===== config.mk =====
export PLATFORM = sky130hd
export DESIGN_NAME = bprot_top
export DESIGN_NICKNAME = d
export VERILOG_FILES = /design/src/rtl/bprot_pkg.sv /design/src/rtl/bprot_blk_decode.sv /design/src/rtl/bprot_store.sv /design/src/rtl/bprot_grant_eval.sv /design/src/rtl/bprot_top.sv
export SDC_FILE = /design/constraint.sdc
export NUM_CORES = 1
export LEC_CHECK = 0
export ABC_CLOCK_PERIOD_IN_PS = 2750
export BUFFER_PORTS_ARGS = -buffer_cell sky130_fd_sc_hd__buf_2
export CAP_MARGIN = 20
export CORE_AREA = 2 2 64 60
export DETAILED_ROUTE_END_ITERATION = 10
export DIE_AREA = 0 0 66 62
export HOLD_SLACK_MARGIN = 0.05
export PLACE_DENSITY = 0.77
export SLEW_MARGIN = 10
export SYNTH_ARGS = -nofsm -noshare
export SYNTH_HDL_FRONTEND = slang
export SYNTH_SLANG_ARGS = --single-unit

===== constraint.sdc =====
create_clock -name clk -period 2.75 [get_ports clk]
set_clock_uncertainty 0.1 [all_clocks]
set_input_delay 0.275 -clock clk [delete_from_list [all_inputs] [get_ports clk]]
set_output_delay 0.275 -clock clk [all_outputs]
set_load 0.05 [all_outputs]

===== src/rtl/bprot_pkg.sv =====
// Package bprot_pkg
// Shared request-type encoding for the grouped block protection manager.
// Assumes that op bit 1 alone marks a multi-block erase.
package bprot_pkg;
    typedef enum logic [1:0] {
        OP_PROG   = 2'b00,
        OP_BERASE = 2'b01,
        OP_MERASE = 2'b10,
        OP_MERASE2 = 2'b11
    } bprot_op_e;

    function automatic logic is_multi(input logic [1:0] op);
        return op[1];
    endfunction
endpackage


===== src/rtl/bprot_blk_decode.sv =====
// Module bprot_blk_decode
// Extracts the block index from the top address bits and gives a one-hot form.
// Assumes uniform blocks whose size is a power of two.
module bprot_blk_decode #(
    parameter int ADDR_W = 20,
    parameter int BLK_W  = 4,
    localparam int NBLK  = 1 << BLK_W
) (
    input  logic [ADDR_W-1:0] addr,
    output logic [BLK_W-1:0]  blk,
    output logic [NBLK-1:0]   blk_onehot
);
    // Take the block field and expand it to one-hot.
    always_comb begin
        blk        = addr[ADDR_W-1 -: BLK_W];
        blk_onehot = '0;
        blk_onehot[blk] = 1'b1;
    end
endmodule


===== src/rtl/bprot_store.sv =====
// Module bprot_store
// Holds one protect bit per group. Set wins over clear in the same cycle.
// Assumes rst_n is the power-on reset; no other reset touches these bits.
module bprot_store #(
    parameter int NGRP  = 8,
    localparam int GRP_W = $clog2(NGRP)
) (
    input  logic             clk,
    input  logic             rst_n,
    input  logic             set_cmd,
    input  logic             clr_cmd,
    input  logic [GRP_W-1:0] grp,
    output logic [NGRP-1:0]  prot_q
);
    // Update the addressed group bit on set or clear.
    always_ff @(posedge clk) begin
        if (!rst_n) begin
            prot_q <= '0;
        end else if (set_cmd) begin
            prot_q[grp] <= 1'b1;
        end else if (clr_cmd) begin
            prot_q[grp] <= 1'b0;
        end
    end
endmodule


===== src/rtl/bprot_grant_eval.sv =====
// Module bprot_grant_eval
// Works out for each block whether modification is allowed and masks the request.
// Assumes groups are formed of 2**GRP_SHIFT adjacent blocks.
module bprot_grant_eval #(
    parameter int BLK_W     = 4,
    parameter int GRP_SHIFT = 1,
    localparam int NBLK     = 1 << BLK_W,
    localparam int NGRP     = NBLK >> GRP_SHIFT
) (
    input  logic [NGRP-1:0] prot_q,
    input  logic            temp_unprot,
    input  logic [NBLK-1:0] req_mask,
    output logic [NBLK-1:0] gmask
);
    logic [NBLK-1:0] allowed;

    for (genvar b = 0; b < NBLK; b++) begin : g_blk
        // A block is allowed when its group is clear or protection is lifted.
        always_comb allowed[b] = temp_unprot | ~prot_q[b >> GRP_SHIFT];
    end

    // Keep only the requested blocks that are allowed.
    always_comb gmask = req_mask & allowed;
endmodule


===== src/rtl/bprot_top.sv =====
// Module bprot_top
// Grouped block protection manager: decodes the request target, checks it
// against per-group protect bits, and registers a one-cycle grant/deny.
// Assumes requests and protect commands are synchronous to clk.
module bprot_top #(
    parameter int ADDR_W    = 20,
    parameter int BLK_W     = 4,
    parameter int GRP_SHIFT = 1,
    localparam int NBLK     = 1 << BLK_W,
    localparam int NGRP     = NBLK >> GRP_SHIFT,
    localparam int GRP_W    = BLK_W - GRP_SHIFT
) (
    input  logic              clk,
    input  logic              rst_n,
    input  logic              hwrst_n,
    input  logic              req_valid,
    input  logic [1:0]        req_op,
    input  logic [ADDR_W-1:0] req_addr,
    input  logic [NBLK-1:0]   erase_mask,
    input  logic              prot_set,
    input  logic              prot_clr,
    input  logic [GRP_W-1:0]  prot_grp,
    input  logic              temp_unprot,
    output logic              grant,
    output logic              deny,
    output logic [NBLK-1:0]   grant_mask,
    output logic [BLK_W-1:0]  blk_idx
);
    import bprot_pkg::*;

    logic [BLK_W-1:0] blk;
    logic [NBLK-1:0]  blk_onehot;
    logic [NBLK-1:0]  req_mask;
    logic [NBLK-1:0]  gmask;
    logic [NGRP-1:0]  prot_q;

    bprot_blk_decode #(.ADDR_W(ADDR_W), .BLK_W(BLK_W)) u_dec (
        .addr       (req_addr),
        .blk        (blk),
        .blk_onehot (blk_onehot)
    );

    bprot_store #(.NGRP(NGRP)) u_store (
        .clk     (clk),
        .rst_n   (rst_n),
        .set_cmd (prot_set),
        .clr_cmd (prot_clr),
        .grp     (prot_grp),
        .prot_q  (prot_q)
    );

    // Pick the blocks a request targets from its type.
    always_comb req_mask = is_multi(req_op) ? erase_mask : blk_onehot;

    bprot_grant_eval #(.BLK_W(BLK_W), .GRP_SHIFT(GRP_SHIFT)) u_eval (
        .prot_q      (prot_q),
        .temp_unprot (temp_unprot),
        .req_mask    (req_mask),
        .gmask       (gmask)
    );

    // Register the decision as a single-cycle pulse; hold the block index.
    always_ff @(posedge clk) begin
        if (!rst_n || !hwrst_n) begin
            grant      <= 1'b0;
            deny       <= 1'b0;
            grant_mask <= '0;
            if (!rst_n) blk_idx <= '0;
        end else if (req_valid) begin
            grant      <= |gmask;
            deny       <= |(req_mask & ~gmask);
            grant_mask <= gmask;
            blk_idx    <= blk;
        end else begin
            grant      <= 1'b0;
            deny       <= 1'b0;
            grant_mask <= '0;
        end
    end
endmodule


==> results of run 1 <==
[worst max-delay path, cell delays in order]
cell,delay [ns]
buf_2,0.26
buf_4,0.37
a21oi_1,0.11
a2111oi_0,0.67
a31oi_1,0.15
[report_power, final]
part	internal (W)	switching, W
Clock	0.000173	0.000161
Combinational	0.0000649	0.000128
Sequential	0.000458	0.00000650
[area by class of cell]
type / count / area, µm² / area share
Sequential cell: 30 / 641 / 0.320
Clock buffer: 6 / 72.6 / 0.0363
Multi-Input combinational cell: 163 / 927 / 0.463
Tap cell: 46 / 57.6 / 0.0288
Clock inverter: 2 / 8.76 / 0.00438
Inverter: 7 / 26.3 / 0.0131
Timing Repair Buffer: 53 / 268 / 0.134
[cells in the final DEF, fill, tap and decap left out, drive strengths merged, types with 5 or more instances in the layout]
cell and instances:
nor2 27, clkbuf 6, buf 53, nand2 10, nor3 18, and3 5, a21oi 20, dfxtp 26
o21ai 22, nor2b 7, mux2i 7, nand2b 10, inv 7
[final timing paths]
check | from | end
worst min-delay path | erase_mask[9] | grant_mask[9]
worst max-delay path | req_op[1] | grant
worst max register to register | flop | grant
worst min register to register | flop | flop
[layer usage]
layer | vias to the layer above | global-route usage | share of wire
li1 | 859 | - | -
met1 | 763 | 0.262 | 0.44
met2 | 75 | 0.352 | 0.46
met3 | 13 | 0.0559 | 0.089
met4 | 0 | 0.0933 | 0.016
met5 | - | 0 | 0
[logic make-up (layout without fill, tap and decap cells)]
family / count (synthesis) / count (layout)
buf+inv: 20 / 68
flops: 30 / 30
simple gates: 91 / 91
compound gates: 65 / 65
mux: 7 / 7
[per-stage QoR]
step	instances	setup slack (ns)	util	total power, W
4_1_cts	307	1.09	0.568	0.000998
3_3_place_gp	299	0.765	0.545	0.000663
2_1_floorplan	213	1.24	-	0.000610
6_report	307	0.942	0.568	0.000992
5_1_grt	307	0.925	0.568	0.00104
3_5_place_dp	299	0.794	0.545	0.000665
==> qor.txt, run 1 <==
reg2reg setup slack: 1.21 ns
maximum number of pins on one net before global-route repair: 38
Commonest cells post-synth: nor2_1 (27), dfxtp_1 (26), o21ai_0 (21), a21oi_1 (20), nor3_1 (18)
post-synthesis cell type count: 45
IO Port Bufs: 52
Routed Antenna Nets: 0
synthesized area: 1670 µm²
crit share post-route: 0.658
Static Leak: 0.805 nW
Remaining Overflow, GRT: 0
num ports: 70
run status: finished, final reports clean
global-route wire length before repair: 6380 µm
main flop type after synthesis: dfxtp_1
drt drc: 0
layout cells sized above 1: 0.238
CTS tree: done
post-synthesis xor/xnor area fraction: 0
Setup Buffers After CTS: 0
Synth area leader: dfxtp_1
f_max: 0.553 GHz
Synth Area in Compound Gates: 0.241
CTS max path bufs: 2
WP data required: 2.79 ns
Die Y-Extent: 62 µm
max_cap viols: 0
Root Driver: clkbuf_8
setup TNS: 0 ns
worst endpoint data arrival time: 1.84 ns
vias per cell: 5.57
FF+latch count, synth: 30
post-synthesis async set-or-reset flop share: 0
post-CTS resize count: 0
Post-synth EDFFs: 4
final setup vio count: 0
nets: 308
gpl congestion: 0.917
area post-placement: 1920 µm²
largest cells by area after synthesis: dfxtp_1 (31%), edfxtp_1 (7.2%), o21ai_0 (6.3%), nor2_1 (6.1%), a21oi_1 (6.0%)
Synth top area share: 0.313
DR WL/cell: 13.2 µm
starting density of the core: 0.473
Worst Path Max Fanout: 37
main combinational cell family by area after synthesis: simple AND/OR/NAND/NOR gates
clk sinks: 30
peak supply drop: 221 µV
worst hold margin: 0.126 ns
vias in the first global route: 1400
Area Overhead vs Synth: 20.1%
wirelength, routed: 4050 µm
Syn Inst Count: 213
hold path cells: 3
Die Width: 66 µm
# fillers: 355
r2r worst-path depth: 4
Vias: 1710
Setup CP Type: input port to flop
core area: 3520 µm²
initial antenna violation count: 0
total CTS buffers: 5
Antenna Cells: 0
adder-cell share of the synthesized area: 0
Pre-antenna DRT Iters: 4
post-DP HPWL: 3050 µm
Hold Buf Count CTS: 0
Post-Layout Inst Area: 2000 µm²
Row Count: 21
RSZ-0062 raised after global routing: false
Hold Vio Cnt, Final: 0
Cell Pwr Density: 496 nW/µm²
clock slew at reported path FFs: 0.06 ns
GRT Total Usage: 0.211
Hold/Removal Path Class: input port to flop
Post-Synth Simple-Gate Area: 0.273
Clk Latency, worst-skew pair: 0.28 ns
Worst Max-Slew Pin Slew: 0.673 ns
most frequent cell after synthesis: nor2_1
multiplexer area fraction after synthesis: 0.0421
Final Max Tran Viols: 0
Setup crit start kind: input port
H-tree depth: 2
critical path endpoint category: flop
crit path time final: 1.81 ns
Syn Nets: 261
DIE AREA: 4090 µm²
sequential share of the synthesized area: 0.385
yosys warns: 0
starting DRC count in detailed routing: 184
average size of a mapped cell: 7.82 µm²
relative slew slack: 0.540
Note: power is estimated with default switching activity, not from simulation.
==> inputs of run 2 (changes only) <==
--- a/config.mk
+++ b/config.mk
@@ -5,14 +5,15 @@
 export SDC_FILE = /design/constraint.sdc
 export NUM_CORES = 1
 export LEC_CHECK = 0
-export ABC_CLOCK_PERIOD_IN_PS = 2750
+export ABC_AREA = 1
+export ABC_CLOCK_PERIOD_IN_PS = 1700
 export BUFFER_PORTS_ARGS = -buffer_cell sky130_fd_sc_hd__buf_2
 export CAP_MARGIN = 20
 export CORE_AREA = 2 2 64 60
 export DETAILED_ROUTE_END_ITERATION = 10
 export DIE_AREA = 0 0 66 62
 export HOLD_SLACK_MARGIN = 0.05
-export PLACE_DENSITY = 0.77
+export PLACE_DENSITY = 0.72
 export SLEW_MARGIN = 10
 export SYNTH_ARGS = -nofsm -noshare
 export SYNTH_HDL_FRONTEND = slang
==> constraint.sdc (replaced) <==
create_clock -name clk -period 1.7 [get_ports clk]
set_clock_uncertainty 0.1 [all_clocks]
set_input_delay 0.17 -clock clk [delete_from_list [all_inputs] [get_ports clk]]
set_output_delay 0.17 -clock clk [all_outputs]
set_load 0.05 [all_outputs]
==> run 2 against run 1 <==
  * Combinational power increased by 46%
  * Setup slack got worse by 0.54 ns
  * Sequential power increased by 62%
  * Die area is the same
  * Critical endpoint unchanged
  * Largest cell class unchanged
==> qor.txt, run 2 <==
run status: finished, final reports clean (unchanged)
fin cells: 344 (was 307)
global-route wire length before repair: 5310 µm (was 6380 µm)
Syn Inst Count: 241 (was 213)
Root Driver: clkbuf_8 (unchanged)
largest cells by area after synthesis: dfxtp_1 (35%), nand2_1 (24%), nor2_1 (13%), edfxtp_1 (8.0%), inv_1 (5.5%) (was dfxtp_1 (31%), edfxtp_1 (7.2%), o21ai_0 (6.3%), nor2_1 (6.1%), a21oi_1 (6.0%))
clk sinks: 30 (unchanged)
Hold/Removal Path Class: input port to flop (unchanged)
GR Util met2: 0.322 (was 0.352)
GRT Total Usage: 0.178 (was 0.211)
sequence of cells on the critical path: inv_1 > nor2_1 > inv_1 > nand3_1 > nand2_1 > nor2_1 > nand2_1 > nor2_1 > nor2_1 (was buf_2 > buf_4 > a21oi_1 > a2111oi_0 > a31oi_1)
Buf/Inv on CP: 2 (unchanged)
critical path endpoint category: flop (unchanged)
f_max: 0.768 GHz
main flop type after synthesis: dfxtp_1 (unchanged)
worst endpoint data arrival time: 1.37 ns (was 1.84 ns)
num ports: 70 (unchanged)
yosys warns: 0 (unchanged)
CTS tree: done (unchanged)
most frequent CP cell: nor2_1
total net switching power: 0.000446 W (was 0.000295 W)
Pre-antenna DRT Iters: 4 (unchanged)
Die Y-Extent: 62 µm (unchanged)
max_cap viols: 0 (unchanged)
share of power burned in registers: 0.471 (was 0.469)
CP delay by family, top: simple AND/OR/NAND/NOR gates (was compound AO/OA/AOI/OAI gates)
Top Usage Layer GRT: met2 (unchanged)
average size of a mapped cell: 6.19 µm² (was 7.82 µm²)
CP max-delay cell: dfxtp_1 (was a2111oi_0)
Clk Latency, worst-skew pair: 0.28 ns (about the same)
Hold Buf Count CTS: 0 (unchanged)
setup TNS: 0 ns (unchanged)
synthesized area: 1490 µm² (was 1670 µm²)
vias per cell: 4.50 (was 5.57)
vias in the first global route: 1298 (was 1400)
Commonest cells post-synth: nand2_1 (95), nor2_1 (53), dfxtp_1 (26), inv_1 (22), nand3_1 (15) (was nor2_1 (27), dfxtp_1 (26), o21ai_0 (21), a21oi_1 (20), nor3_1 (18))
FF+latch count, synth: 30 (unchanged)
fin util: 0.536 (was 0.568)
Setup Buffers After CTS: 0 (unchanged)
maximum number of pins on one net before global-route repair: 19 (was 38)
Final Max Tran Viols: 0 (unchanged)
post-DP HPWL: 2730 µm (was 3050 µm)
Synth area leader: dfxtp_1 (unchanged)
layout cells sized above 1: 0.205 (was 0.238)
Worst Path Max Fanout: 3 (was 37)
Post-synth EDFFs: 4 (unchanged)
Worst path max stage delay: 0.30 ns (was 0.67 ns)
M3 GR Usage: 0.0468 (was 0.0559)
post-CTS resize count: 0 (unchanged)
peak supply drop: 387 µV (was 221 µV)
Clock Power Share: 0.352 (was 0.337)
Static Leak: 1.08 nW (was 0.805 nW)
Logic pwr share: 0.176 (was 0.195)
H-tree depth: 2 (unchanged)
crit share post-route: 0.766
Setup CP Type: flop to flop (was input port to flop)
final setup vio count: 0 (unchanged)
starting DRC count in detailed routing: 82 (was 184)
M1 GR Usage: 0.204 (was 0.262)
Routed Antenna Nets: 0 (unchanged)
Antenna Cells: 0 (unchanged)
DIE AREA: 4090 µm² (unchanged)
Cell Pwr Density: 846 nW/µm² (was 496 nW/µm²)
initial antenna violation count: 0 (unchanged)
Switching Fraction: 0.279 (was 0.298)
most common cell after layout, fill and taps aside: nand2_1 (was buf_2)
core area: 3520 µm² (unchanged)
most frequent cell after synthesis: nand2_1 (was nor2_1)
post-synthesis cell type count: 14 (was 45)
crit path time final: 1.30 ns
IO Port Bufs: 52 (unchanged)
gpl congestion: 0.862 (was 0.917)
clock slew at reported path FFs: 0.06 ns (about the same)
relative slew slack: 0.710 (was 0.540)
nets: 346 (was 308)
Tot Pwr: 0.00160 W (was 0.000992 W)
Area Overhead vs Synth: 26.5% (was 20.1%)
sequential share of the synthesized area: 0.429 (was 0.385)
wirelength, routed: 3400 µm (was 4050 µm)
# placed instances: 337 (was 299)
WP data required: 1.77 ns (was 2.79 ns)
most frequent cells in the layout: nand2_1 (95), nor2_1 (53), buf_2 (52), dfxtp_1 (26), inv_1 (22) (was buf_2 (52), nor2_1 (27), dfxtp_1 (26), o21ai_0 (21), a21oi_1 (20))
CTS max path bufs: 2 (unchanged)
DR WL/cell: 9.89 µm (was 13.2 µm)
# fillers: 379 (was 355)
RSZ-0062 raised after global routing: false (unchanged)
Worst Max-Slew Pin Slew: 0.430 ns (was 0.673 ns)
Vias: 1548 (was 1710)
post-synthesis async set-or-reset flop share: 0 (unchanged)
Cell Int Power: 0.00115 W (was 0.000697 W)
Syn Nets: 289 (was 261)
drt drc: 0 (unchanged)
Remaining Overflow, GRT: 0 (unchanged)
Hold Vio Cnt, Final: 0 (unchanged)
Setup crit start kind: flop (was input port)
Die Width: 66 µm (unchanged)
starting density of the core: 0.424 (was 0.473)
Row Count: 21 (unchanged)
total CTS buffers: 5 (unchanged)
Synth top area share: 0.349 (was 0.313)
## run 2: layout make-up
class                           instances  area [µm²]  share of cell area
Multi-Input combinational cell        184         742               0.393
Sequential cell                        30         641               0.339
Timing Repair Buffer                   54         275               0.146
Clock buffer                            7        86.3              0.0457
Inverter                               23        86.3              0.0457
Tap cell                               46        57.6              0.0305
## run 2: worst paths after layout
path	from	to	slack, ns	depth (start not counted)
hold / removal	rst_n	flop	0.10	3
hold reg to reg	flop	flop	0.44	2
setup / recovery	flop	grant	0.40	9
setup reg to reg	flop	grant	0.40	9
## run 2: stage by stage
stage	hold slack, ns	cell area (µm²)	setup slack [ns]
after floorplan	0.269	1490	0.477
after global placement	0.395	1800	0.266
after detailed placement	0.395	1800	0.220
after CTS	0.103	1890	0.400
after global routing	0.114	1890	0.227
final	0.105	1890	0.398
## run 2: power groups by stage
stage          clock network (W)  registers (W)  logic [W]
5_1_grt                 0.000597       0.000755   0.000315
4_1_cts                 0.000576       0.000753   0.000284
3_5_place_dp                   0       0.000768   0.000283
3_3_place_gp                   0       0.000768   0.000280
6_report                0.000563       0.000753   0.000282
2_1_floorplan                  0       0.000832   0.000131
## run 2: metal layers
layer	wire (µm)	vias to the layer above
li1	-	852
met1	1580	649
met2	1550	42
met3	226	5
met4	44	0
met5	0	-
## run 2: cells by family after synthesis
family	synth area share
and+or+nand+nor	0.439
DFF	0.429
buffers and inverters	0.0738
AOI/OAI and AO/OA	0.0578
## run 2: worst register-to-register path, stage by stage, from the launching register on
cell and delay [ns]:
dfxtp_1 0.30, inv_1 0.04, nor2_1 0.18, inv_1 0.09, nand3_1 0.12, nand2_1 0.06, nor2_1 0.09, nand2_1 0.07
nor2_1 0.10, nor2_1 0.04
